===== config.mk =====
export PLATFORM = sky130hd
export DESIGN_NAME = adapt_band_relay
export DESIGN_NICKNAME = d
export VERILOG_FILES = /design/src/rtl/ahb_pkg.sv /design/src/rtl/hb_corr.sv /design/src/rtl/hb_limit.sv /design/src/rtl/hb_relay.sv /design/src/rtl/adapt_band_relay.sv
export SDC_FILE = /design/constraint.sdc
export NUM_CORES = 1
export LEC_CHECK = 0
export CORE_MARGIN = 4
export CORE_UTILIZATION = 40
export CTS_CLUSTER_SIZE = 28
export DETAILED_ROUTE_END_ITERATION = 16
export DONT_BUFFER_PORTS = 1
export PLACE_DENSITY_LB_ADDON = 0.3
export SKIP_LAST_GASP = 1
export SLEW_MARGIN = 10
export SYNTH_ARGS = -nofsm -noshare
export SYNTH_HDL_FRONTEND = slang
export SYNTH_HIERARCHICAL = 1
export SYNTH_SLANG_ARGS = --single-unit
export TNS_END_PERCENT = 1

===== constraint.sdc =====
create_clock -name clk -period 3.1 [get_ports clk]
set_clock_uncertainty 0.15 [all_clocks]
set_input_delay 0.31 -clock clk [delete_from_list [all_inputs] [get_ports clk]]
set_output_delay 0.31 -clock clk [all_outputs]
set_load 0.02 [all_outputs]

===== src/rtl/ahb_pkg.sv =====
package ahb_pkg;
  typedef enum logic {
    RLY_NEG = 1'b0,
    RLY_POS = 1'b1
  } rly_e;
endpackage


===== src/rtl/hb_corr.sv =====
// Supply deviation times sensitivity, rounded back to integer band units.
module hb_corr #(
  parameter int SW   = 12,
  parameter int KW   = 16,
  parameter int FRAC = 8,
  localparam int PW  = SW + KW + 1
) (
  input  logic [SW-1:0]        vdc,
  input  logic [SW-1:0]        vdc_ref,
  input  logic signed [KW-1:0] sens,
  output logic signed [PW-1:0] corr
);
  logic signed [SW:0]   dev;
  logic signed [PW-1:0] prod;

  assign dev  = $signed({1'b0, vdc}) - $signed({1'b0, vdc_ref});
  assign prod = $signed({{KW{dev[SW]}}, dev} * {{(SW+1){sens[KW-1]}}, sens});

  generate
    if (FRAC > 0) begin : g_round
      localparam logic [PW-1:0] HALF = PW'(1) << (FRAC - 1);
      logic signed [PW-1:0] biased;
      assign biased = prod + $signed(HALF);
      assign corr   = biased >>> FRAC;
    end else begin : g_noround
      assign corr = prod;
    end
  endgenerate
endmodule


===== src/rtl/hb_limit.sv =====
// Nominal band plus correction, saturated to BW bits, then held between floor and ceiling.
module hb_limit #(
  parameter int BW = 15,
  parameter int PW = 29
) (
  input  logic [BW-1:0]        nom,
  input  logic signed [PW-1:0] corr,
  input  logic [BW-1:0]        lo,
  input  logic [BW-1:0]        hi,
  output logic [BW-1:0]        band_nx
);
  localparam logic signed [PW:0] TOP = $signed({{(PW+1-BW){1'b0}}, {BW{1'b1}}});

  logic signed [PW:0] sum;
  logic [BW-1:0]      sat;

  assign sum = $signed({{(PW+1-BW){1'b0}}, nom}) + $signed({corr[PW-1], corr});

  always_comb begin
    if (sum < 0)        sat = '0;
    else if (sum > TOP) sat = '1;
    else                sat = sum[BW-1:0];

    if (sat > hi)      band_nx = hi;
    else if (sat < lo) band_nx = lo;
    else               band_nx = sat;
  end
endmodule


===== src/rtl/hb_relay.sv =====
// Two-level relay with symmetric threshold, advanced only on the strobe.
module hb_relay
  import ahb_pkg::*;
#(
  parameter int EW = 16,
  parameter int BW = 15
) (
  input  logic                clk,
  input  logic                rst_n,
  input  logic                en,
  input  logic signed [EW-1:0] err,
  input  logic [BW-1:0]       band,
  output rly_e                state
);
  logic signed [EW:0] e_x, b_x;
  rly_e               st_d;

  assign e_x = {err[EW-1], err};
  assign b_x = $signed({{(EW+1-BW){1'b0}}, band});

  always_comb begin
    st_d = state;
    if (en) begin
      if (e_x > b_x)       st_d = RLY_POS;
      else if (e_x < -b_x) st_d = RLY_NEG;
    end
  end

  always_ff @(posedge clk or negedge rst_n) begin
    if (!rst_n) state <= RLY_NEG;
    else        state <= st_d;
  end
endmodule


===== src/rtl/adapt_band_relay.sv =====
module adapt_band_relay
  import ahb_pkg::*;
#(
  parameter int EW   = 16,
  parameter int SW   = 12,
  parameter int BW   = 15,
  parameter int KW   = 16,
  parameter int FRAC = 8,
  parameter logic [BW-1:0] BAND_RST = BW'(1000)
) (
  input  logic                 clk,
  input  logic                 rst_n,
  input  logic                 smp_vld,
  input  logic signed [EW-1:0] err_in,
  input  logic [SW-1:0]        vdc_in,
  input  logic [SW-1:0]        vdc_nom,
  input  logic [BW-1:0]        band_nom,
  input  logic signed [KW-1:0] sens_q,
  input  logic [BW-1:0]        band_min,
  input  logic [BW-1:0]        band_max,
  output logic                 relay_out,
  output logic [BW-1:0]        band_out
);
  localparam int PW = SW + KW + 1;

  logic signed [PW-1:0] corr;
  logic [BW-1:0]        band_nx, band_d, band_q;
  rly_e                 rly_st;

  hb_corr #(.SW(SW), .KW(KW), .FRAC(FRAC)) corr_i (
    .vdc(vdc_in), .vdc_ref(vdc_nom), .sens(sens_q), .corr(corr)
  );

  hb_limit #(.BW(BW), .PW(PW)) lim_i (
    .nom(band_nom), .corr(corr), .lo(band_min), .hi(band_max), .band_nx(band_nx)
  );

  hb_relay #(.EW(EW), .BW(BW)) rly_i (
    .clk(clk), .rst_n(rst_n), .en(smp_vld), .err(err_in), .band(band_q), .state(rly_st)
  );

  always_comb begin
    band_d = band_q;
    if (smp_vld) band_d = band_nx;
  end

  always_ff @(posedge clk or negedge rst_n) begin
    if (!rst_n) band_q <= BAND_RST;
    else        band_q <= band_d;
  end

  assign band_out  = band_q;
  assign relay_out = (rly_st == RLY_POS);
endmodule


==> results_dict.tcl, run 1 <==
set metrics [dict create \
    status "finished with violations" \
    violations "setup timing" \
    slew_headroom 0.531 \
    min_period_over_period 3.55 \
    vias 10400 \
    path_clk_slew_ps 50 \
    cp.required_ps 3080 \
    synth.yosys.seq_area_share 0.0332 \
    routed_wl_um 31700 \
    finalCriticalPeriod_ps 11000 \
    grt_pass1_vias 11100 \
    startpoint_type "input pin" \
    worst_hold_path.num_cells 1 \
    grt_max_degree 29 \
    synth.most_common_cell "inv_1" \
    grt_antenna_before_repair 1 \
    utilization 0.510 \
    hp-class "input pin to flip-flop" \
    netlist_instances 1401 \
    dp_hpwl_um 27300 \
    worstSetupPathType "input pin to flip-flop" \
    vias_per_cell 5.18 \
    place_ws_ps -8420 \
    nNetsFinal 2080 \
    die_x_um 183 \
    grt.total_usage 0.190 \
    ioPinCount 120 \
    clock_latency_ps 250 \
    drive_gt1_frac 0.269 \
    grt_pass1_wl_um 53500 \
    synth.cell_area_mm2 0.0123 \
    fin_cells 2014 \
    async_flop_share 1.00 \
    drt_first_pass_iters 5 \
    die_h_um 183 \
    rows 63 \
    cp_top_family "adder cells" \
    synth_nets 1856 \
    cp_max_fo 10 \
    wl_per_cell_um 15.8 \
    yosysWarnings 6 \
    path_common_cell "fa_1" \
    cp_num_cells 50 \
    synth_common_cells "inv_1 (252), fa_1 (197), nand2_1 (155)" \
    endpoint_kind "flip-flop" \
    synth_ff_type "dfrtp_1" \
    port_buffers 0 \
    ys_top_cells_by_area "fa_1 (32%), ha_1 (16%), inv_1 (7.7%)" \
    max_freq_mhz 90.9 \
    slowest_stage "fa_1" \
    cts_tree "built" \
    ant_nets 0 \
    crit_buf_inv 9 \
    clock_sinks 16 \
    synth.distinct_cells 92 \
    overflow 0 \
    worst_pin_slew_ps 701 \
    diodes 0 \
    core_region_area_mm2 0.0300 \
    root_buffer "clkbuf_16" \
    synth_top_area_cell "fa_1" \
    slowest_delay_ps 560 \
    start_util 0.411 \
    r2r_cells 12 \
    setup_ws_ps -7900 \
    drc 0 \
    avgSynthCellArea_um2 8.78 \
    synth_seq_cells 16 \
    synth_edf_count 0 \
    cts-htree-levels 1 \
    place_inst 1986 \
    setup_violations 16 \
    gp_congestion 0.880 \
    clk_path_buf_depth 2 \
    slew_viol_final 0 \
    rsz0062_at_grt "true" \
    cts_buffers 3 \
    hold_violations 0 \
    drv_cap 0 \
    critPathArrivalTime_ps 10970 \
    area_growth_pct 24.3 \
    drt_iter0_markers 481 \
    dieArea_mm2 0.0336 \
    yosysTopAreaCellShare 0.321 \
    fin_tns_setup_ps -118220 \
]
-- what timing repair did --
item | CTS | global route
setup buffers | 2 | 18
gates cloned | 1 | 2
hold endpoints to repair | 16 | 0
hold buffers | 1 | 0
pin swaps | 3 | 61
gates resized for setup | 7 | 77
endpoints found under the setup margin | 16 | 16
-- placed cells by master, fill, tap and decap left out, types with 5 or more instances in the layout --
cell type  count
o21a_1        23
dfrtp_1       10
o21ai_1        7
mux2_2         7
dfstp_2        6
fa_1         191
and2_1        47
a211oi_1       6
nor2b_1       32
ha_1         138
a21oi_1       41
a21oi_2       11
nand4_1       13
o211ai_1       7
a21o_1        28
inv_1        248
mux2_4        23
nand2_2        5
o21ai_2        7
o21ai_0       32
nor3_1        12
buf_6          5
nand3_1       16
buf_12         5
fa_2           6
ha_4          14
nand2b_1      18
and3_1        10
xor2_1        14
xnor2_1       42
buf_4        261
nand2_1      151
nor2_1        45
-- final timing paths --
check / from / endpoint / slack [ps]
worst max-delay path: vdc_nom[1] / band_out[14]$_DFFE_PN0P_ / -7900
worst min-delay path: smp_vld / band_out[1]$_DFFE_PN0P_ / 80
worst max register to register: band_out[4]$_DFFE_PN0P_ / rly_i/state$_DFFE_PN0P_ / -310
worst min register to register: rly_i/state$_DFFE_PN0P_ / rly_i/state$_DFFE_PN0P_ / 520
max in group asynchronous: rst_n / band_out[0]$_DFFE_PN0P_ / 1950
min in group asynchronous: rst_n / band_out[13]$_DFFE_PN0P_ / 400
-- per-layer routing --
metal	up-vias	part of all wire	GRT usage
li1	5014	-	-
met5	-	0.00041	0
met4	2	0.021	0.0396
met1	5156	0.42	0.243
met2	214	0.52	0.350
met3	45	0.045	0.0175
-- metrics by stage --
step | instance area (um^2) | hold WS (ps)
3_5_place_dp | 14600 | -135
3_3_place_gp | 14600 | -135
2_1_floorplan | 12500 | -136
6_report | 15300 | 80.6
5_1_grt | 15300 | 72.8
4_1_cts | 14700 | 75.5
-- layout make-up --
| class | instances | area, um^2 |
|---|---|---|
| well taps | 390 | 488 |
| repair buffers | 272 | 2130 |
| inverters | 253 | 957 |
| fillers | 2839 | 14700 |
| multi-input cells | 1079 | 11200 |
| clock buffers | 4 | 88.8 |
| flip-flops and latches | 16 | 408 |
-- sequential cells by signal (all words and copies together) (netlist names) --
| register | count |
|---|---|
| band_out | 15 |
| rly_i/state | 1 |
-- logic make-up (layout without fill, tap and decap cells) --
kind of cell,count (synthesis),after routing,synth area share
buffers and inverters,308,529,0.101
adders and majority gates,351,351,0.477
and+or+nand+nor,399,400,0.169
AOI/OAI and AO/OA,230,231,0.136
DFF,16,16,0.0332
xor gates and xnor gates,63,63,0.0455
muxes,34,34,0.0371
Power of run 1 is left out: the tool's default activity adds up to more than one toggle a clock period on the data nets, which glitch-free logic cannot reach.
==> inputs of run 2 (changes only) <==
- SYNTH_HIERARCHICAL: 1 -> not set
==> results_dict.tcl, run 2 <==
set metrics [dict create \
    status "finished with violations" \
    violations "setup timing" \
    port_buffers 0 \
    place_inst 1922 \
    drc 0 \
    cp.required_ps 3050 \
    drt_first_pass_iters 4 \
    vias_per_cell 5.12 \
    ant_nets 0 \
    synth_common_cells "inv_1 (258), fa_1 (198), ha_1 (153)" \
    async_flop_share 1.00 \
    synth_nets 1814 \
    slowest_stage "fa_1" \
    setup_ws_ps -7950 \
    synth.most_common_cell "inv_1" \
    netlist_instances 1359 \
    synth_seq_cells 16 \
    diodes 0 \
    avgSynthCellArea_um2 8.65 \
    grt_pass1_wl_um 48900 \
    hp-class "input pin to flip-flop" \
    grt_antenna_before_repair 0 \
    path_clk_slew_ps 50 \
    overflow 0 \
    drive_gt1_frac 0.212 \
    ioPinCount 120 \
    startpoint_type "input pin" \
    core_region_area_mm2 0.0289 \
    slew_viol_final 0 \
    min_period_over_period 3.57 \
    yosysWarnings 0 \
    regArea_um2 408 \
    largest_register_ffs 15 \
    fill_cells 2804 \
    synth.distinct_cells 88 \
    critPathArrivalTime_ps 11010 \
    nNetsFinal 2006 \
    layout_common_cells "inv_1 (256), buf_4 (221), fa_1 (197)" \
    yosysTopAreaCellShare 0.337 \
    drv_cap 0 \
    area_growth_pct 21.6 \
    grt_max_degree 35 \
    clk_path_buf_depth 2 \
    gp_congestion 0.856 \
    cts_tree "built" \
    vias 9908 \
    clock_sinks 16 \
    finalCriticalPeriod_ps 11050 \
    final_common_cell "inv_1" \
    hold_violations 0 \
    cts-htree-levels 1 \
    setup_violations 16 \
    die_x_um 179 \
    synth_edf_count 0 \
    slew_headroom 0.497 \
    grt_pass1_vias 10400 \
    synth_ff_type "dfrtp_1" \
    worstSetupPathType "input pin to flip-flop" \
    synth_top_area_cell "fa_1" \
    path_common_cell "a21o_1" \
    multiInputGateArea_mm2 0.0106 \
    rsz0062_at_grt "true" \
    synth.yosys.seq_area_share 0.0347 \
    root_buffer "clkbuf_16" \
    grt.total_usage 0.177 \
    clock_latency_ps 250 \
    endpoint_kind "flip-flop" \
    slowest_delay_ps 550 \
    die_h_um 179 \
    routed_wl_um 29300 \
    start_util 0.408 \
    fin_cells 1934 \
    max_freq_mhz 90.5 \
    rows 62 \
    synth.cell_area_mm2 0.0118 \
    hold-worst-slack_ps 71.9 \
    cts_buffers 3 \
    wl_per_cell_um 15.1 \
    cp_max_fo 7 \
    ys_top_cells_by_area "fa_1 (34%), ha_1 (16%), inv_1 (8.2%)" \
    drt_iter0_markers 437 \
    worst_pin_slew_ps 752 \
    dp_hpwl_um 26000 \
    dieArea_mm2 0.0322 \
]
==> run 2: cell types whose count changed in the layout (fill, tap and decap cells not counted), sizes merged, moves of 11 or more <==
cell	previous run	this run
and3	11	0
mux2	30	1
mux2i	4	15
buf	271	226
o32a	0	14
a21oi	54	39
nor3b	2	18
nor2	47	61
==> run 2: kinds of logic (layout without fill, tap and decap cells) <==
logic type | count (synthesis) | count (layout) | synth area share
DFF | 16 | 16 | 0.0347
and+or+nand+nor | 399 | 399 | 0.176
muxes | 16 | 16 | 0.0137
xor gates and xnor gates | 52 | 52 | 0.0387
AOI/OAI and AO/OA | 225 | 225 | 0.140
buffers and inverters | 300 | 491 | 0.0976
adders and majority gates | 351 | 351 | 0.500
==> run 2: critical path: cells and delay by family <==
kind	cells	cell delay [ps]
adder cells (fa/ha/maj)	11	4150
AO/OA/AOI/OAI	25	3630
AND/OR/NAND/NOR	10	1280
buffers and inverters	10	1020
multiplexers	2	310
XOR/XNOR	2	290
==> run 2: layer usage <==
metal	track usage	vias up	wire length (um)
li1	-	4784	-
met1	0.230	4913	12600
met2	0.325	184	15100
met3	0.0200	27	1310
met4	0.0250	0	354
met5	0	-	0
==> run 2: path summary, 6_finish.rpt <==
| check | from | to | slack (ps) | depth (start not counted) |
|---|---|---|---|---|
| max reg2reg | band_out[0]$_DFFE_PN0P_ | rly_i.state$_DFFE_PN0P_ | -230 | 16 |
| max | vdc_in[0] | band_out[4]$_DFFE_PN0P_ | -7950 | 60 |
| min in group asynchronous | rst_n | rly_i.state$_DFFE_PN0P_ | 420 | 1 |
| min reg2reg | band_out[6]$_DFFE_PN1P_ | band_out[6]$_DFFE_PN1P_ | 530 | 3 |
| min | smp_vld | band_out[3]$_DFFE_PN1P_ | 70 | 1 |
| max in group asynchronous | rst_n | band_out[0]$_DFFE_PN0P_ | 1900 | 1 |
==> run 2: final cells by class <==
type,instances,area share
multi-input cells,1043,0.739
repair buffers,228,0.124
inverters,259,0.0685
well taps,384,0.0336
flip-flops and latches,16,0.0285
clock buffers,4,0.00621
==> run 2: repair_timing <==
action / 4_1_cts / 5_1_grt
hold buffers: 1 / 0
endpoints found under the setup margin: 16 / 16
buffers inserted: 2 / 4
pin swaps: 7 / 39
resized for setup: 6 / 32
cloned: 0 / 1
endpoints found under the hold margin: 16 / 0
==> run 2: stage by stage <==
| step | utilization | worst slack [ps] | TNS (ps) | instance area (um^2) |
|---|---|---|---|---|
| after floorplan | - | -8010 | -119250 | 12000 |
| after global placement | 0.483 | -8200 | -122770 | 13900 |
| after detailed placement | 0.483 | -8380 | -125270 | 13900 |
| after CTS | 0.489 | -8010 | -119710 | 14100 |
| after global routing | 0.496 | -8590 | -128820 | 14300 |
| final | 0.496 | -7950 | -118920 | 14300 |
Power of run 2 is left out for the same reason.
